**src/rtl/colgen_pkg.sv**
```systemverilog
package colgen_pkg;

   typedef enum logic [2:0] {
      BL_ONE  = 3'b000,
      BL_TWO  = 3'b001,
      BL_FOUR = 3'b010,
      BL_EIGHT= 3'b011,
      BL_PAGE = 3'b111
   } blen_e;

   typedef struct packed {
      logic       legal;   // combination may start a burst
      logic       full;    // full-page burst
      logic       ilv;     // interleave ordering
      logic [2:0] lg;      // log2 of finite length
   } cfg_t;

endpackage

```
**src/rtl/colgen_decode.sv**
```systemverilog
module colgen_decode
   import colgen_pkg::*;
#(
   parameter bit ILV_EN = 1'b1
) (
   input  logic [2:0] blen,
   input  logic       ilv,
   output cfg_t       cfg
);

   logic ilv_ok;

   generate
      if (ILV_EN) begin : g_ilv
         assign ilv_ok = 1'b1;
      end else begin : g_no_ilv
         assign ilv_ok = ~ilv;
      end
   endgenerate

   always_comb begin
      cfg     = '0;
      cfg.ilv = ilv;
      unique case (blen_e'(blen))
         BL_ONE:   begin cfg.lg = 3'd0; cfg.legal = ~ilv;  end
         BL_TWO:   begin cfg.lg = 3'd1; cfg.legal = ~ilv;  end
         BL_FOUR:  begin cfg.lg = 3'd2; cfg.legal = ilv_ok; end
         BL_EIGHT: begin cfg.lg = 3'd3; cfg.legal = ilv_ok; end
         BL_PAGE:  begin cfg.full = 1'b1; cfg.legal = ~ilv; end
         default:  cfg.legal = 1'b0;
      endcase
   end


   always_comb begin
      if (cfg.legal && cfg.ilv)
         ilv_len_chk: assert (!cfg.full && (cfg.lg == 3'd2 || cfg.lg == 3'd3));
   end

endmodule

```
**src/rtl/colgen_addr.sv**
```systemverilog
module colgen_addr #(
   parameter int unsigned COL_W = 8
) (
   input  logic [COL_W-1:0] base,
   input  logic [COL_W-1:0] beat,
   input  logic [COL_W-1:0] mask,
   input  logic             ilv,
   output logic [COL_W-1:0] addr
);

   logic [COL_W-1:0] sum_v;
   logic [COL_W-1:0] xor_v;

   assign sum_v = base + beat;
   assign xor_v = base ^ beat;

   generate
      for (genvar i = 0; i < COL_W; i++) begin : g_bit
         assign addr[i] = mask[i] ? (ilv ? xor_v[i] : sum_v[i]) : base[i];
      end
   endgenerate

endmodule

```
**src/rtl/burst_colgen.sv**
```systemverilog
module burst_colgen
   import colgen_pkg::*;
#(
   parameter int unsigned COL_W  = 8,
   parameter bit          ILV_EN = 1'b1
) (
   input  logic             clk,
   input  logic             rst_n,
   input  logic             start,
   input  logic [COL_W-1:0] start_col,
   input  logic [2:0]       blen,
   input  logic             ilv_mode,
   input  logic             terminate,
   output logic [COL_W-1:0] col_addr,
   output logic             col_valid,
   output logic             col_last,
   output logic             cfg_err
);

   localparam int unsigned MAX_FIN_LOG = 3;

   generate
      if (COL_W <= MAX_FIN_LOG) begin : g_bad_width
         $error("COL_W must exceed the largest finite burst width");
      end
   endgenerate

   cfg_t             cfg;
   logic [COL_W-1:0] mask_n;
   logic             active_q;
   logic             full_q;
   logic             ilv_q;
   logic             err_q;
   logic [COL_W-1:0] base_q;
   logic [COL_W-1:0] beat_q;
   logic [COL_W-1:0] mask_q;

   colgen_decode #(.ILV_EN(ILV_EN)) u_dec (
      .blen (blen),
      .ilv  (ilv_mode),
      .cfg  (cfg)
   );

   always_comb begin
      if (cfg.full) mask_n = '1;
      else          mask_n = (COL_W'(1) << cfg.lg) - COL_W'(1);
   end

   colgen_addr #(.COL_W(COL_W)) u_addr (
      .base (base_q),
      .beat (beat_q),
      .mask (mask_q),
      .ilv  (ilv_q),
      .addr (col_addr)
   );

   assign col_valid = active_q;
   assign cfg_err   = err_q;
   assign col_last  = active_q & (full_q ? terminate : (beat_q == mask_q));

   always_ff @(posedge clk or negedge rst_n) begin
      if (!rst_n) begin
         active_q <= 1'b0;
         full_q   <= 1'b0;
         ilv_q    <= 1'b0;
         err_q    <= 1'b0;
         base_q   <= '0;
         beat_q   <= '0;
         mask_q   <= '0;
      end else if (start) begin
         active_q <= cfg.legal;
         err_q    <= ~cfg.legal;
         if (cfg.legal) begin
            full_q <= cfg.full;
            ilv_q  <= cfg.ilv;
            base_q <= start_col;
            beat_q <= '0;
            mask_q <= mask_n;
         end
      end else begin
         err_q <= 1'b0;
         if (active_q) begin
            if (col_last) active_q <= 1'b0;
            else          beat_q   <= beat_q + COL_W'(1);
         end
      end
   end


   last_has_valid_chk: assert property (@(posedge clk) disable iff (!rst_n)
      col_last |-> col_valid);


   err_no_valid_chk: assert property (@(posedge clk) disable iff (!rst_n)
      cfg_err |-> !col_valid);


   illegal_start_chk: assert property (@(posedge clk) disable iff (!rst_n)
      start && !cfg.legal |=> cfg_err && !col_valid);


   first_beat_chk: assert property (@(posedge clk) disable iff (!rst_n)
      start && cfg.legal |=> col_valid && col_addr == $past(start_col));


   burst_end_chk: assert property (@(posedge clk) disable iff (!rst_n)
      col_last && !start |=> !col_valid && !cfg_err);


   beat_advance_chk: assert property (@(posedge clk) disable iff (!rst_n)
      col_valid && !col_last && !start |=> col_valid && col_addr != $past(col_addr));

endmodule

```
**config.mk**
```make
export PLATFORM = sky130hd
export DESIGN_NAME = burst_colgen
export DESIGN_NICKNAME = d
export VERILOG_FILES = /design/src/rtl/colgen_pkg.sv /design/src/rtl/colgen_decode.sv /design/src/rtl/colgen_addr.sv /design/src/rtl/burst_colgen.sv
export SDC_FILE = /design/constraint.sdc
export NUM_CORES = 1
export LEC_CHECK = 0
export BUFFER_PORTS_ARGS = -buffer_cell sky130_fd_sc_hd__buf_2
export CAP_MARGIN = 20
export CORE_ASPECT_RATIO = 0.8
export CORE_MARGIN = 2
export CORE_UTILIZATION = 55
export CTS_CLUSTER_SIZE = 25
export DETAILED_ROUTE_END_ITERATION = 8
export GPL_ROUTABILITY_DRIVEN = 1
export PLACE_DENSITY = 0.79
export SLEW_MARGIN = 20
export SYNTH_ARGS = -nofsm -noshare
export SYNTH_HDL_FRONTEND = slang
export SYNTH_SLANG_ARGS = --single-unit
```
**constraint.sdc**
```tcl
create_clock -name clk -period 4.95 [get_ports clk]
set_input_delay 0.7425 -clock clk [delete_from_list [all_inputs] [get_ports clk]]
set_output_delay 0.7425 -clock clk [all_outputs]
set_load 0.02 [all_outputs]
```
# --- Word level (Yosys, flattened, before mapping) ---
# Index checks and enable logic that the tools add are counted.
# W data, S select, Z words.
classes:
  addsub: 3
  n_eq_ne: 7
  shift: 1
  n_mux: 29
  n_bitwise: 4
  n_reduce_logical: 6
op_table:
  columns: ["cell", "n"]
  rows:
  - ["$mux W8", 5]
  - ["$mux W1", 22]
  - ["$add A8 B1 Y8 const B", 1]
  - ["$add A8 B8 Y8", 1]
  - ["$eq A8 B8 Y1", 1]
  - ["$shl A1 B3 Y8 const A", 1]
  - ["$sub A8 B2 Y8 const B", 1]
  - ["$xor A8 B8 Y8", 1]
  - ["$eq A3 B2 Y1 const B", 2]
  - ["$pmux W2 S3", 1]
  - ["$eq A3 B1 Y1 const B", 1]
  - ["$eq A3 B3 Y1 const B", 1]
  - ["$logic_not A3 Y1", 1]
  - ["$reduce_and A3 Y1", 1]
  - ["$reduce_or A3 Y1", 1]
  - ["$ne A2 B1 Y1 const B", 1]
  - ["$ne A2 B2 Y1 const B", 1]
  - ["$not A1 Y1", 2]
  - ["$pmux W1 S2", 1]
  - ["$reduce_and A2 Y1", 1]
  - ["$reduce_bool A2 Y1", 1]
  - ["$reduce_or A2 Y1", 1]
  - ["$and A1 B1 Y1", 1]
word_totals:
  reg_bits: 28
  word_cells: 57

# --- Logic depth before layout (Yosys ltp) ---
# Gate-level depths: netlist of run 1.
logic_depth:
  ltp_word: 6
  ltp_mapped: 8

# --- By module ---
# From an unflattened synthesis of run 1, not the netlist that was laid out.
hier_totals:
  hier_cells: 188
  hier_area_um2: 1791.7
modules_own_cells:
  columns: ["module", "n_inst", "cells_per_inst", "area_each_um2", "seq_area_each_um2"]
  rows:
  - ["burst_colgen", 1, 118, 1307.5, 700.7]
  - ["colgen_addr", 1, 61, 430.4, 0.0]
  - ["colgen_decode", 1, 9, 53.8, 0.0]

# --- Worst setup path before layout of run 1 ---
# No wires, ideal clock.
synth_path:
  kind: "flip-flop to output port"
  start: "register beat_q[6]"
  end: "output col_addr[7]"
  t_arrival_ps: 1873
  t_required_ps: 4208
  setup_slack_ps: 2334
  path_stages_with_launch: 7
  n_path_buf: 0
  cell_sequence: "dfrtp_1 > ha_1 > a2111oi_0 > o21ai_0 > nand2_1 > mux2i_1 > xor2_1"
synth_between:
  elab_chain_cells: 3
synth_rtl:
  columns: ["element", "line_no", "text"]
  rows:
  - ["start, declared", "burst_colgen.sv:35", "logic [COL_W-1:0] beat_q;"]
  - ["start signal, assigned", "burst_colgen.sv:84", "else beat_q <= beat_q + COL_W'(1);"]
  - ["$add A8 B8 Y8", "colgen_addr.sv:14", "assign sum_v = base + beat;"]
  - ["$mux W1 (2 in a row)", "colgen_addr.sv:19", "assign addr[i] = mask[i] ? (ilv ? xor_v[i] : sum_v[i]) : base[i];"]
  - ["end, declared", "burst_colgen.sv:14", "output logic [COL_W-1:0] col_addr,"]
# Every way passes these cells.

# --- Worst setup path in the final report of run 1 ---
# Same ends and word-level chain as after synthesis.

==> run_results.csv, run 1 <==
group,metric,value,unit
outcome,outcome,"complete, no violations",
detailed_routing,firstDrtPassIters,6,
synth,synthArstFlopShare,100,%
timing,min_period,3.14,ns
timing,max_slew.worst_pin.slew,0.925,ns
timing,finalSetupViolCount,0,
detailed_routing,wl,3.11,mm
synth,synthSimpleGateAreaFrac,17.5,%
grt,grt-ovfl-total,0,
synth,synth_edf_count,0,
cells_and_area,area_growth,11.7,%
floorplan,ios,27,
cells_and_area,final_common_cell,"buf_2",
grt,grt.total_usage,21.5,%
cells_and_area,n_antenna_cell,0,
timing,period_share,63.4,%
critical_path,crit_path_end_kind,"output pin",
synth,yosys_warnings,0,
cts,root_buffer,"clkbuf_4",
synth,synth_fa_ha_area_share,7.88,%
cells_and_area,drive_gt1_share,24.5,%
synth,synth_xor_area_share,5.17,%
power_and_ir_drop,ir_worst_vdd,0.000268,V
cts,cts_tree,"yes",
cts,htreeDepth,1,
synth,yosys_register_bits,23,
floorplan,die_y,51.1,um
timing,hold_viol_final,0,
critical_path,r2r_slack,2.76,ns
critical_path,start_kind,"flip-flop",
timing,setup_tns,0,ns
timing,timing.final.max_slew_violations,0,
worst_hold_path,hp-class,"input port to async pin",
critical_path,crit_arrival,2.39,ns
detailed_routing,drc,0,
synth,syn_avg_cell_area,9.36,um2
synth,synth_top_family_by_area,"simple AND/OR/NAND/NOR gates",
grt,grt_pass1_wl,5.43,mm
timing,grt_setup_unrepaired,"false",
floorplan,die-area,0.00321,mm2
cells_and_area,final_net_count,214,
cts,cts-hold-fix-buffers,0,
synth,ys.flop_type,"dfrtp_1",
cts,cts_setup_buffers,0,
synth,ys_types,39,
power_and_ir_drop,leakage,0.000780,uW
critical_path,path_max_fanout,7,
synth,syn_area,0.00153,mm2
cts,clock_path_buffers,2,
cells_and_area,layout_common_cells,"26 x buf_2, 23 x dfrtp_1, 19 x nand2_1",
floorplan,coreArea,0.00270,mm2
timing,skew,0.00222,ns
cts,clkTransAtPathRegs,0.14,ns
place,hpwl,2.33,mm
detailed_routing,post_drt_wl_per_cell,13.8,um
cts,clock_sinks,23,
floorplan,start_util,56.5,%
cells_and_area,nFillCells,254,
cells_and_area,fin_util,63.1,%
synth,syn_nets,188,
timing,max_freq,0.319,GHz
grt,first_global_vias,1214,
grt,grt_max_degree,27,
synth,syn_inst,163,
synth,synth_compound_area_share,15.7,%
floorplan,dieWidth,62.9,um
cts,ctsResizeCount,0,
detailed_routing,via_per_inst,5.48,
critical_path,worstSetupPathType,"flip-flop to output pin",
critical_path,required,4.21,ns
place,io_buffers,26,
synth,seq_area_frac_synth,37.7,%
detailed_routing,vias,1238,
synth,yosys-mux-area-fraction,12.0,%
run,maxCapViolCount,0,
detailed_routing,ant_nets,0,
detailed_routing,drtIter0Drc,93,
power_and_ir_drop,p_per_area,348,mW/mm2
cts,clk-insertion-delay-late,0.32,ns
floorplan,row_count,17,
grt,antenna_found_initial,0,
timing,slew_headroom,38.2,%
cts,cts_buffers,3,
place,gp_congestion,0.877,
## worst paths after layout
kind                           start           to  cells past startpoint
max                        beat_q[6]  col_addr[7]                      7
min                            rst_n    beat_q[5]                      1
max reg2reg                   full_q    beat_q[3]                      5
min reg2reg                base_q[7]    base_q[7]                      1
max in group asynchronous      rst_n    beat_q[0]                      1
min in group clk           base_q[7]    base_q[7]                      1
## synth_stat cells (3+ instances only)
library cell / n / area (um2)
mux2i_1: 4 / 40.0
nand3_1: 7 / 35.0
dfrtp_1: 23 / 576
xnor2_1: 8 / 70.1
ha_1: 8 / 100
inv_1: 9 / 33.8
a21oi_1: 7 / 35.0
nor3_1: 3 / 15.0
o21ai_0: 14 / 70.1
nand2_1: 19 / 71.3
o21ai_1: 3 / 15.0
a21o_1: 3 / 22.5
nor2_1: 12 / 45.0
mux2_2: 10 / 113
## layer usage
metal | vias up | track usage (%) | routed length, um
met5 | - | 0 | 0
met4 | 0 | 5.56 | 21
met3 | 2 | 4.41 | 123
met2 | 23 | 38.8 | 1590
met1 | 585 | 26.6 | 1380
li1 | 628 | - | -
## kinds of logic after synthesis
kind of cell / count (synthesis)
compound gates: 37
xor+xnor: 9
fa+ha+maj: 9
buf+inv: 14
flops: 23
mux: 16
simple gates: 55
## state kept, by name (all words and copies together), names as in the netlist
signal     flops
base_q         8
mask_q         3
beat_q         8
cfg_err        1
ilv_q          1
full_q         1
col_valid      1
## final cells by class
type	instances	area [um2]	share of cell area, %
timing repair buffer	26	130	7.64
inverter	9	33.8	1.98
clock buffer	3	22.5	1.32
sequential	23	576	33.8
multi-input combinational	126	887	52.1
tap	38	47.5	2.79
clock inverter	1	7.51	0.441
## critical path: stages (launching register included)
cell       delay [ns]
dfrtp_1          0.47
ha_1             0.39
a2111oi_0        0.40
o21ai_0          0.16
nand2_1          0.12
mux2i_1          0.22
xor2_1           0.15
buf_2            0.17
## report_power, final
part	switching (uW)	total (uW)	internal (uW)	leakage, uW
Combinational	135	243	107	0.000474
Sequential	41.2	257	216	0.000292
Clock	62.1	93.0	30.9	0.0000139
## metrics by stage
step                      total power (uW)  hold WS [ns]  cells  cell area [um2]  setup WS, ns
after floorplan                        438         0.447    163             1530          2.33
after global placement                 493         0.515    222             1670          2.27
after detailed placement               505         0.522    222             1670          2.19
after CTS                              600         0.391    226             1700          1.82
after global routing                   641         0.401    226             1700          1.63
final                                  593         0.373    226             1700          1.81
Note: power is estimated with default switching activity, not from simulation.
==> run 2, diff against run 1 <==
ABC_AREA = 1   (was unset)
CORE_UTILIZATION = 50   (was 55)
PLACE_DENSITY = 0.75   (was 0.79)
clock period = 2.7 ns   (was 4.95 ns; I/O delays follow)
==> run_results.csv, run 2 <==
group,metric,value,unit
outcome,outcome,"complete, no violations",
critical_path,worstSetupPathType,"flip-flop to output pin",
critical_path,critPathLaunch,"beat_q[0]",
detailed_routing,firstDrtPassIters,5,
cells_and_area,n_antenna_cell,0,
critical_path,path_max_fanout,7,
cts,cts-hold-fix-buffers,0,
critical_path,cp_num_cells,11,
cells_and_area,drive_gt1_share,17.3,%
detailed_routing,drc,0,
timing,finalSetupViolCount,0,
timing,timing.final.max_slew_violations,0,
synth,yosys_register_bits,23,
cells_and_area,final_net_count,274,
detailed_routing,ant_nets,0,
grt,grt_pass1_wl,6.00,mm
cts,clk-insertion-delay-late,0.27,ns
grt,grt_max_degree,24,
synth,yosysMostFrequentCell,"nand2_1",
synth,synth_fa_ha_area_share,7.58,%
detailed_routing,drtIter0Drc,81,
cts,cts_tree,"yes",
floorplan,row_count,18,
critical_path,crit_path_end_kind,"output pin",
cells_and_area,nFillCells,311,
detailed_routing,wl,3.43,mm
timing,skew,0.00724,ns
synth,syn_avg_cell_area,7.21,um2
critical_path,required,2.30,ns
place,hpwl,2.65,mm
cts,clock_sinks,23,
synth,syn_nets,245,
run,maxCapViolCount,0,
power_and_ir_drop,leakage,0.00102,uW
grt,first_global_vias,1376,
floorplan,die-area,0.00364,mm2
cts,cts_setup_buffers,0,
synth,yosys_warnings,0,
power_and_ir_drop,p_per_area,584,mW/mm2
floorplan,ios,27,
critical_path,crit_arrival,2.11,ns
place,placedCellCount,284,
timing,hold_viol_final,0,
synth,syn_inst,220,
place,place_area,0.00176,mm2
critical_path,critPathTopFamily,"adder cells",
power_and_ir_drop,ir_worst_vdd,0.000500,V
synth,netlist_top_cells_area,"dfrtp_1 36%, nand2_1 18%, inv_1 6.6%",
floorplan,dieWidth,67.0,um
cells_and_area,area_growth,13.8,%
worst_hold_path,hp-class,"input port to async pin",
place,gp_congestion,0.914,
synth,ys.flop_type,"dfrtp_1",
timing,slew_headroom,64.2,%
timing,min_period,2.51,ns
synth,synthSimpleGateAreaFrac,36.3,%
synth,syn_area,0.00159,mm2
cts,clkTransAtPathRegs,0.09,ns
cts,htreeDepth,1,
critical_path,r2r_slack,1.22,ns
critical_path,cp-endpoint,"col_addr[6]",
critical_path,crit_top_cell,"nand2_1",
synth,synthArstFlopShare,100,%
detailed_routing,post_drt_wl_per_cell,11.9,um
timing,grt_setup_unrepaired,"false",
synth,synth_compound_area_share,7.42,%
cts,clock_path_buffers,2,
floorplan,start_util,51.8,%
timing,period_share,93.0,%
cells_and_area,fin_area,0.00180,mm2
synth,synth_xor_area_share,3.87,%
timing,setup_tns,0,ns
grt,grt-ovfl-total,0,
synth,yosys-mux-area-fraction,0,%
floorplan,die_y,54.4,um
critical_path,r2r-start,"full_q",
critical_path,worst-path-buf-inv,3,
detailed_routing,vias,1499,
synth,synth_top_cells_by_count,"74 x nand2_1, 28 x inv_1, 23 x dfrtp_1",
cells_and_area,reg.largest.list,"base_q (8), beat_q (8), mask_q (3)",
critical_path,slowest_delay,0.47,ns
cts,root_buffer,"clkbuf_8",
place,io_buffers,26,
detailed_routing,via_per_inst,5.20,
floorplan,coreArea,0.00306,mm2
synth,ys_types,24,
cells_and_area,final_common_cell,"nand2_1",
timing,max_slew.worst_pin.slew,0.537,ns
critical_path,start_kind,"flip-flop",
grt,antenna_found_initial,0,
power_and_ir_drop,p_total,1050,uW
cells_and_area,final_cells,288,
synth,yosysTopAreaCell,"dfrtp_1",
synth,synth_top_family_by_area,"simple AND/OR/NAND/NOR gates",
critical_path,crit_path_top_delay_cell,"dfrtp_1",
synth,seq_area_frac_synth,36.3,%
cts,cts_buffers,3,
cts,ctsResizeCount,0,
synth,yosysTopAreaCellShare,36.3,%
critical_path,regToRegEndpoint,"beat_q[2]",
synth,synth_edf_count,0,
critical_path,worstRegToRegCells,7,
cells_and_area,layout_common_cells,"74 x nand2_1, 28 x inv_1, 26 x buf_2",
critical_path,crit_chain,"ha_1 -> inv_1 -> fa_1 -> inv_1 -> nand4_1 -> o211ai_1 -> nand2_1 -> nand2_1 -> nand3_1 -> nand2_1 -> buf_2",
timing,max_freq,0.398,GHz
grt,grt.total_usage,21.9,%
[run 2: how the worst min path moves through the flow]
stage | slack [ns] | to | cells past startpoint | startpoint
final | 0.10 | base_q[6] | 1 | rst_n
after CTS | 0.12 | base_q[6] | 1 | rst_n
after detailed placement | 0.41 | base_q[6] | 1 | rst_n
after global placement | 0.41 | base_q[6] | 1 | rst_n
after floorplan | 0.11 | base_q[0] | 0 | rst_n
after global routing | 0.14 | base_q[6] | 1 | rst_n
[run 2: cell type report]
class,count,area (um2),area share (%)
Sequential cell,23,576,31.9
Clock inverter,1,5.00,0.277
Multi-Input combinational cell,162,875,48.5
Tap cell,40,50.0,2.77
Inverter,32,120,6.66
Timing Repair Buffer,27,138,7.63
Clock buffer,3,41.3,2.29
[run 2: cell families (layout without fill, tap and decap cells)]
kind of cell               count (synthesis)  in the layout
adders and majority gates                  9              9
xor gates and xnor gates                   7              7
AOI/OAI and AO/OA                         22             22
buffers and inverters                     35             63
DFF                                       23             23
and+or+nand+nor                          124            124
[run 2: report_power, final]
part,internal (uW),switching (uW),leakage [uW]
combinational,143,250,0.000704
sequential,390,53.9,0.000293
clock,103,114,0.0000255
[run 2: per-layer routing]
metal / routed length [um] / up-vias / global-route usage [%] / part of all wire [%]
met5: 0 / - / 0 / 0
li1: - / 771 / - / -
met1: 1820 / 693 / 29.5 / 53
met4: 7 / 0 / 3.06 / 0.20
met2: 1440 / 33 / 37.5 / 42
met3: 162 / 2 / 4.94 / 4.7
[run 2: worst register-to-register path: stages (launching register included)]
cell	delay, ns
dfrtp_1	0.46
inv_2	0.17
nand2_1	0.09
nor3_2	0.20
nand3_4	0.19
nand3_4	0.16
nand3_1	0.08
nand2_1	0.07
[run 2: per-stage QoR]
stage / worst slack, ns / utilization (%) / hold slack [ns]
finish: 0.189 / 58.9 / 0.105
global route: 0.0408 / 58.9 / 0.143
CTS: 0.193 / 58.9 / 0.118
detailed placement: 0.496 / 57.4 / 0.414
global placement: 0.540 / 57.4 / 0.414
floorplan: 0.426 / - / 0.109
